$ cat config.mk
export PLATFORM = sky130hd
export DESIGN_NAME = volt_mon_ctrl
export DESIGN_NICKNAME = d
export VERILOG_FILES = /design/src/rtl/vm_pkg.sv /design/src/rtl/vm_sync.sv /design/src/rtl/vm_filter.sv /design/src/rtl/vm_event.sv /design/src/rtl/vm_reset_hold.sv /design/src/rtl/volt_mon_ctrl.sv
export SDC_FILE = /design/constraint.sdc
export NUM_CORES = 1
export LEC_CHECK = 0
export BUFFER_PORTS_ARGS = -buffer_cell sky130_fd_sc_hd__buf_4
export CORE_MARGIN = 10
export CORE_UTILIZATION = 45
export CTS_BUF_LIST = sky130_fd_sc_hd__clkbuf_4
export CTS_CLUSTER_DIAMETER = 60
export DETAILED_ROUTE_END_ITERATION = 12
export HOLD_SLACK_MARGIN = 0.02
export PLACE_DENSITY = 0.66
export SYNTH_ARGS = -nofsm -noshare
export SYNTH_HDL_FRONTEND = slang
export SYNTH_SLANG_ARGS = --single-unit
$ cat constraint.sdc
create_clock -name clk_i -period 2.95 [get_ports clk_i]
set_clock_uncertainty 0.15 [all_clocks]
set_input_delay 0.1475 -clock clk_i [delete_from_list [all_inputs] [get_ports clk_i]]
set_output_delay 0.1475 -clock clk_i [all_outputs]
set_load 0.02 [all_outputs]
$ cat src/rtl/vm_pkg.sv
package vm_pkg;
  localparam int unsigned DIV_SEL_W  = 2;
  localparam int unsigned DIV_MAX    = 1 << ((1 << DIV_SEL_W) - 1);
  localparam int unsigned SETTLE_MAX = 2 * DIV_MAX + 3;
  localparam int unsigned SETTLE_W   = $clog2(SETTLE_MAX + 1);
  localparam int unsigned DIV_CNT_W  = $clog2(DIV_MAX);

  typedef enum logic [1:0] {
    EDGE_FALL  = 2'b00,
    EDGE_RISE  = 2'b01,
    EDGE_BOTH  = 2'b10,
    EDGE_RSVD  = 2'b11
  } irq_edge_e;
endpackage

$ cat src/rtl/vm_sync.sv
module vm_sync #(
  parameter int unsigned STAGES = 2,
  parameter logic        RST_VAL = 1'b1
) (
  input  logic clk_i,
  input  logic rst_ni,
  input  logic d_i,
  output logic q_o
);
  logic [STAGES-1:0] sr_q;

  generate
    if (STAGES == 1) begin : g_one
      always_ff @(posedge clk_i or negedge rst_ni)
        if (!rst_ni) sr_q <= RST_VAL;
        else         sr_q <= d_i;
    end else begin : g_chain
      always_ff @(posedge clk_i or negedge rst_ni)
        if (!rst_ni) sr_q <= {STAGES{RST_VAL}};
        else         sr_q <= {sr_q[STAGES-2:0], d_i};
    end
  endgenerate

  assign q_o = sr_q[STAGES-1];
endmodule

$ cat src/rtl/vm_filter.sv
module vm_filter
  import vm_pkg::*;
(
  input  logic                 clk_i,
  input  logic                 rst_ni,
  input  logic                 cmp_i,
  input  logic [DIV_SEL_W-1:0] div_sel_i,
  input  logic                 filt_dis_i,
  output logic                 lvl_o,
  output logic                 settled_o
);
  logic [DIV_CNT_W-1:0] div_cnt_q, div_last;
  logic                 samp_en;
  logic                 samp_q, filt_q;
  logic [SETTLE_W-1:0]  settle_q, settle_load;

  assign div_last    = DIV_CNT_W'((1 << div_sel_i) - 1);
  assign samp_en     = (div_cnt_q == div_last);
  assign settle_load = SETTLE_W'((2 << div_sel_i) + 3);

  always_ff @(posedge clk_i or negedge rst_ni)
    if (!rst_ni)      div_cnt_q <= '0;
    else if (samp_en) div_cnt_q <= '0;
    else              div_cnt_q <= div_cnt_q + 1'b1;

  // two agreeing samples move the output; bypass keeps state tracking
  always_ff @(posedge clk_i or negedge rst_ni)
    if (!rst_ni) begin
      samp_q <= 1'b1;
      filt_q <= 1'b1;
    end else if (filt_dis_i) begin
      samp_q <= cmp_i;
      filt_q <= cmp_i;
    end else if (samp_en) begin
      samp_q <= cmp_i;
      if (cmp_i == samp_q) filt_q <= cmp_i;
    end

  always_ff @(posedge clk_i or negedge rst_ni)
    if (!rst_ni)              settle_q <= SETTLE_W'(SETTLE_MAX);
    else if (filt_dis_i)      settle_q <= settle_load;
    else if (settle_q != '0)  settle_q <= settle_q - 1'b1;

  assign lvl_o     = filt_dis_i ? cmp_i : filt_q;
  assign settled_o = filt_dis_i | (settle_q == '0);

  p_filt_on_sample_r4: assert property (@(posedge clk_i) disable iff (!rst_ni)
    (!$stable(filt_q) && $past(!filt_dis_i)) |-> $past(samp_en));
endmodule

$ cat src/rtl/vm_event.sv
module vm_event
  import vm_pkg::*;
(
  input  logic      clk_i,
  input  logic      rst_ni,
  input  logic      lvl_i,
  input  logic      settled_i,
  input  logic      evt_en_i,
  input  logic      mon_en_i,
  input  logic      mode_rst_i,
  input  irq_edge_e irq_edge_i,
  input  logic      det_clr_i,
  input  logic      rst_busy_i,
  output logic      irq_o,
  output logic      fire_o,
  output logic      det_o
);
  logic prev_q, irq_q, det_q;
  logic fall, rise, hit, active, irq_set;

  assign fall   = prev_q & ~lvl_i;
  assign rise   = ~prev_q & lvl_i;
  assign active = evt_en_i & mon_en_i & settled_i;

  always_comb
    unique case (irq_edge_i)
      EDGE_RISE: hit = rise;
      EDGE_BOTH: hit = rise | fall;
      default:   hit = fall;
    endcase

  assign irq_set = active & ~mode_rst_i & hit;
  assign fire_o  = active & mode_rst_i & fall & ~rst_busy_i;

  always_ff @(posedge clk_i or negedge rst_ni)
    if (!rst_ni) begin
      prev_q <= 1'b1;
      irq_q  <= 1'b0;
    end else begin
      prev_q <= lvl_i;
      irq_q  <= irq_set;
    end

  always_ff @(posedge clk_i or negedge rst_ni)
    if (!rst_ni)                det_q <= 1'b0;
    else if (irq_set || fire_o) det_q <= 1'b1;
    else if (det_clr_i)         det_q <= 1'b0;

  assign irq_o = irq_q;
  assign det_o = det_q;

  p_irq_gated_r7: assert property (@(posedge clk_i) disable iff (!rst_ni)
    !(evt_en_i && mon_en_i) |=> !irq_q);
  p_irq_reset_mode_r9: assert property (@(posedge clk_i) disable iff (!rst_ni)
    mode_rst_i |=> !irq_q);
  p_settle_quiet_r5: assert property (@(posedge clk_i) disable iff (!rst_ni)
    !settled_i |=> !irq_q);
  p_det_follows_r8: assert property (@(posedge clk_i) disable iff (!rst_ni)
    irq_q |-> det_q);
endmodule

$ cat src/rtl/vm_reset_hold.sv
module vm_reset_hold #(
  parameter int unsigned HOLD = 256
) (
  input  logic clk_i,
  input  logic rst_ni,
  input  logic fire_i,
  input  logic lvl_i,
  input  logic neg_type_i,
  output logic rst_o
);
  localparam int unsigned CW = (HOLD > 1) ? $clog2(HOLD) : 1;

  logic [CW-1:0] cnt_q;
  logic          rst_q, counting, done;

  // type 1 counts unconditionally, type 0 only while recovered
  assign counting = neg_type_i | lvl_i;
  assign done     = counting && (cnt_q == CW'(HOLD - 1));

  always_ff @(posedge clk_i or negedge rst_ni)
    if (!rst_ni) begin
      rst_q <= 1'b0;
      cnt_q <= '0;
    end else if (!rst_q) begin
      if (fire_i) begin
        rst_q <= 1'b1;
        cnt_q <= '0;
      end
    end else if (done) begin
      rst_q <= 1'b0;
      cnt_q <= '0;
    end else if (counting) begin
      cnt_q <= cnt_q + 1'b1;
    end else begin
      cnt_q <= '0;
    end

  assign rst_o = rst_q;

  p_hold_len_r10: assert property (@(posedge clk_i) disable iff (!rst_ni)
    $fell(rst_q) |-> ($past(cnt_q) == CW'(HOLD - 1)));
  p_rst_gate_r7: assert property (@(posedge clk_i) disable iff (!rst_ni)
    $rose(rst_q) |-> $past(fire_i));
endmodule

$ cat src/rtl/volt_mon_ctrl.sv
module volt_mon_ctrl
  import vm_pkg::*;
#(
  parameter int unsigned LVL_W       = 4,
  parameter int unsigned SYNC_STAGES = 2,
  parameter int unsigned RST_HOLD    = 256
) (
  input  logic                 clk_i,
  input  logic                 rst_ni,
  input  logic                 cmp_raw_i,
  input  logic [LVL_W-1:0]     lvl_code_i,
  input  logic [DIV_SEL_W-1:0] div_sel_i,
  input  logic                 filt_dis_i,
  input  logic                 mode_rst_i,
  input  logic                 neg_type_i,
  input  logic [1:0]           irq_edge_i,
  input  logic                 cmp_en_i,
  input  logic                 evt_en_i,
  input  logic                 mon_en_i,
  input  logic                 det_clr_i,
  output logic [LVL_W-1:0]     ladder_sel_o,
  output logic                 irq_o,
  output logic                 rst_req_o,
  output logic                 det_o
);
  logic cmp_sync, cmp_gated, lvl, settled, fire, rst_busy;
  logic [LVL_W-1:0] ladder_q;

  always_ff @(posedge clk_i or negedge rst_ni)
    if (!rst_ni) ladder_q <= '0;
    else         ladder_q <= lvl_code_i;
  assign ladder_sel_o = ladder_q;

  vm_sync #(.STAGES(SYNC_STAGES), .RST_VAL(1'b1)) u_sync (
    .clk_i (clk_i),
    .rst_ni(rst_ni),
    .d_i   (cmp_raw_i),
    .q_o   (cmp_sync)
  );

  // disabled comparator reads as "above threshold"
  assign cmp_gated = cmp_en_i ? cmp_sync : 1'b1;

  vm_filter u_filter (
    .clk_i     (clk_i),
    .rst_ni    (rst_ni),
    .cmp_i     (cmp_gated),
    .div_sel_i (div_sel_i),
    .filt_dis_i(filt_dis_i),
    .lvl_o     (lvl),
    .settled_o (settled)
  );

  vm_event u_event (
    .clk_i     (clk_i),
    .rst_ni    (rst_ni),
    .lvl_i     (lvl),
    .settled_i (settled),
    .evt_en_i  (evt_en_i),
    .mon_en_i  (mon_en_i),
    .mode_rst_i(mode_rst_i),
    .irq_edge_i(irq_edge_e'(irq_edge_i)),
    .det_clr_i (det_clr_i),
    .rst_busy_i(rst_busy),
    .irq_o     (irq_o),
    .fire_o    (fire),
    .det_o     (det_o)
  );

  vm_reset_hold #(.HOLD(RST_HOLD)) u_hold (
    .clk_i     (clk_i),
    .rst_ni    (rst_ni),
    .fire_i    (fire),
    .lvl_i     (lvl),
    .neg_type_i(neg_type_i),
    .rst_o     (rst_busy)
  );
  assign rst_req_o = rst_busy;

  p_no_rst_irq_mode_r12: assert property (@(posedge clk_i) disable iff (!rst_ni)
    (!mode_rst_i && !rst_busy) |=> !rst_busy);
endmodule

==> impl_metrics.py <==
metrics = {
    "synthesis": {
        "ys_seq_area_frac": 0.491,
        "synthFlopType": "dfrtp_1",
        "synth-edff-count": 0,
        "netlist_area_mm2": 0.00145,
        "synth_top_area_cell": "dfrtp_1",
        "synth-seq-cells": 28,
        "syn_nets": 158,
        "syn_area_per_cell_um2": 11.0,
        "yosysTopAreaCellShare": 0.346,
        "synth.most_common_cell": "dfrtp_1",
        "synth.top_cells.by_count": "dfrtp_1 (20), inv_1 (12), nor2_1 (9)",
        "netlist-cell-type-count": 45,
        "syn_inst": 132,
        "ys_warn_count": 0,
        "synth.area.top_cells": "dfrtp_1 (35%), dfstp_2 (15%), ha_1 (6.9%)",
        "async_flop_share": 1.00,
    },
    "power": {
        "power.total_uw": 1100,
        "powerDensity_mw_per_mm2": 591,
        "ir_drop_mv": 0.285,
        "p_leak_uw": 0.000877,
    },
    "cts": {
        "cts-buffers-inserted": 3,
        "cts-root-buf": "clkbuf_4",
        "cts_sinks": 28,
        "clock_path_buffers": 2,
        "cts_max_level": 1,
        "clock_latency_ns": 0.32,
        "cts_tree": "built",
        "clk_pin_slew_ns": 0.16,
        "hold_buffers": 14,
        "post-cts-setup-buffers": 0,
        "post_cts_resized": 0,
    },
    "setup_path": {
        "cpMostUsedCell": "inv_1",
        "slowest_delay_ns": 0.60,
        "critical-path-top-delay-family": "buffers and inverters",
        "end_kind": "flip-flop",
        "cp.arrival_ns": 2.62,
        "worstSetupPathType": "flip-flop to flip-flop",
        "critical_path_peak_fanout": 4,
        "cpMaxStageDelayCell": "dlygate4sd3_1",
        "crit_path_start_kind": "flip-flop",
        "worstPathRequired_ns": 3.07,
        "path_cells": "inv_1, nor2_1, a21oi_1, ha_1, inv_1, a221oi_1, a2111oi_2, dlygate4sd3_1",
        "cp_num_buf_inv": 3,
    },
    "route": {
        "postRouteAntennaNets": 0,
        "routed_wl_um": 2970,
        "routedWlPerCell_um": 13.8,
        "routed_via_density": 5.22,
        "drc_errors": 0,
        "drt_pass1_iterations": 4,
        "drt_iter0_markers": 37,
        "vias": 1123,
    },
    "floorplanning": {
        "core.rowCount": 20,
        "start_util": 0.474,
        "die_w_um": 76.7,
        "die_area_mm2": 0.00588,
        "core-area_mm2": 0.00305,
        "num_io_pins": 25,
        "die_h_um": 76.7,
    },
    "sta": {
        "fmax_mhz": 400,
        "period_share": 0.847,
        "maxSlewViolCount": 0,
        "rsz0062_at_grt": "no",
        "finalHoldViolCount": 0,
        "setup-tns-final_ns": 0,
        "tightest_slew_ns": 0.925,
        "relSlewSlack": 0.374,
        "setup_viol": 0,
        "finalCriticalPeriod_ns": 2.50,
    },
    "global_routing": {
        "grt-ovfl-total": 0,
        "grt_pass1_vias": 1139,
        "gr-usage-all-layers": 0.102,
        "grt_first_pass_wirelength_um": 5180,
        "grt_antenna_before_repair": 0,
        "grt_max_degree": 29,
    },
    "layout": {
        "finalNetCount": 198,
        "area_growth_pct": 28.6,
        "antenna_cells": 0,
        "drive_gt1_frac": 0.240,
        "finalNonFillerCells": 215,
        "fill_cells": 260,
    },
    "min_path": {
        "hold_path_class": "input port to flip-flop",
    },
    "placement": {
        "post-place-cells": 197,
        "io_buffer_count": 24,
        "place_congestion": 0.767,
        "hpwl_um": 2140,
    },
    "run": {
        "cap_violations": 0,
    },
    "status": {
        "status": "complete, no violations",
    },
}
-- state kept, by name, indices dropped and copies added, names as in the netlist, 2 cells and up --
| signal | cells |
|---|---|
| u_hold.cnt_q | 8 |
| u_filter.settle_q | 5 |
| ladder_sel_o | 4 |
| u_filter.div_cnt_q | 3 |
| u_sync.sr_q | 2 |
-- area by class of cell --
class,count,area (µm²),share of cell area
Timing Repair Buffer,38,320,0.172
Clock buffer,3,22.5,0.0121
Clock inverter,1,30.0,0.0161
Tap cell,44,55.1,0.0296
Sequential cell,28,711,0.382
Inverter,12,45.0,0.0242
Multi-Input combinational cell,89,677,0.364
-- through the flow --
step,util,setup slack (ns),area (µm²),hold slack [ns]
2_1_floorplan,-,0.954,1450,-0.298
3_3_place_gp,0.546,0.820,1670,-0.0644
3_5_place_dp,0.546,0.811,1670,-0.0614
4_1_cts,0.609,0.449,1860,0.0892
5_1_grt,0.609,0.272,1860,0.117
6_report,0.609,0.451,1860,0.0929
-- power breakdown --
| part | total (µW) | internal [µW] | leakage, µW | switching (µW) |
|---|---|---|---|---|
| Sequential | 562 | 474 | 0.000332 | 88.7 |
| Combinational | 286 | 158 | 0.000517 | 128 |
| Clock | 250 | 137 | 0.0000279 | 113 |
| Total | 1100 | 769 | 0.000877 | 330 |
-- layout by cell type, fill, tap and decap left out, drive strengths merged, types with 4 or more instances in the layout --
master,n
ha,8
dlygate4sd3,14
buf,24
nand3,8
dfstp,8
xnor2,5
dfrtp,20
nor2,9
a21oi,4
and3,4
inv,12
nor3,4
nand2b,4
-- logic make-up after synthesis --
kind of cell	synth area share
xor+xnor	0.0363
mux	0.0216
compound gates	0.157
fa+ha+maj	0.0692
flops	0.491
buf+inv	0.0407
simple gates	0.184
-- per-layer routing --
layer,GRT usage,part of all wire
met5,0,0
met4,0.0279,0.0064
met3,0.0268,0.047
met2,0.178,0.51
met1,0.121,0.43
-- final timing paths --
check,start,end,slack (ns),cells after the start
max reg2reg,u_filter.filt_q,u_event.irq_o,0.45,8
max in group asynchronous,rst_ni,u_event.prev_q,2.24,2
min,cmp_en_i,u_filter.filt_q,0.09,4
min in group asynchronous,rst_ni,ladder_sel_o[1],0.10,2
max,u_filter.filt_q,u_event.irq_o,0.45,8
min reg2reg,u_sync.sr_q[0],u_sync.sr_q[1],0.22,0
-- tightest hold or removal path: cells and delay by family --
| family | cells | cell delay, ns |
|---|---|---|
| AND/OR/NAND/NOR | 1 | 0.10 |
| AO/OA/AOI/OAI | 2 | 0.24 |
| buffers and inverters | 1 | 0.09 |
Note: power is estimated with default switching activity, not from simulation.
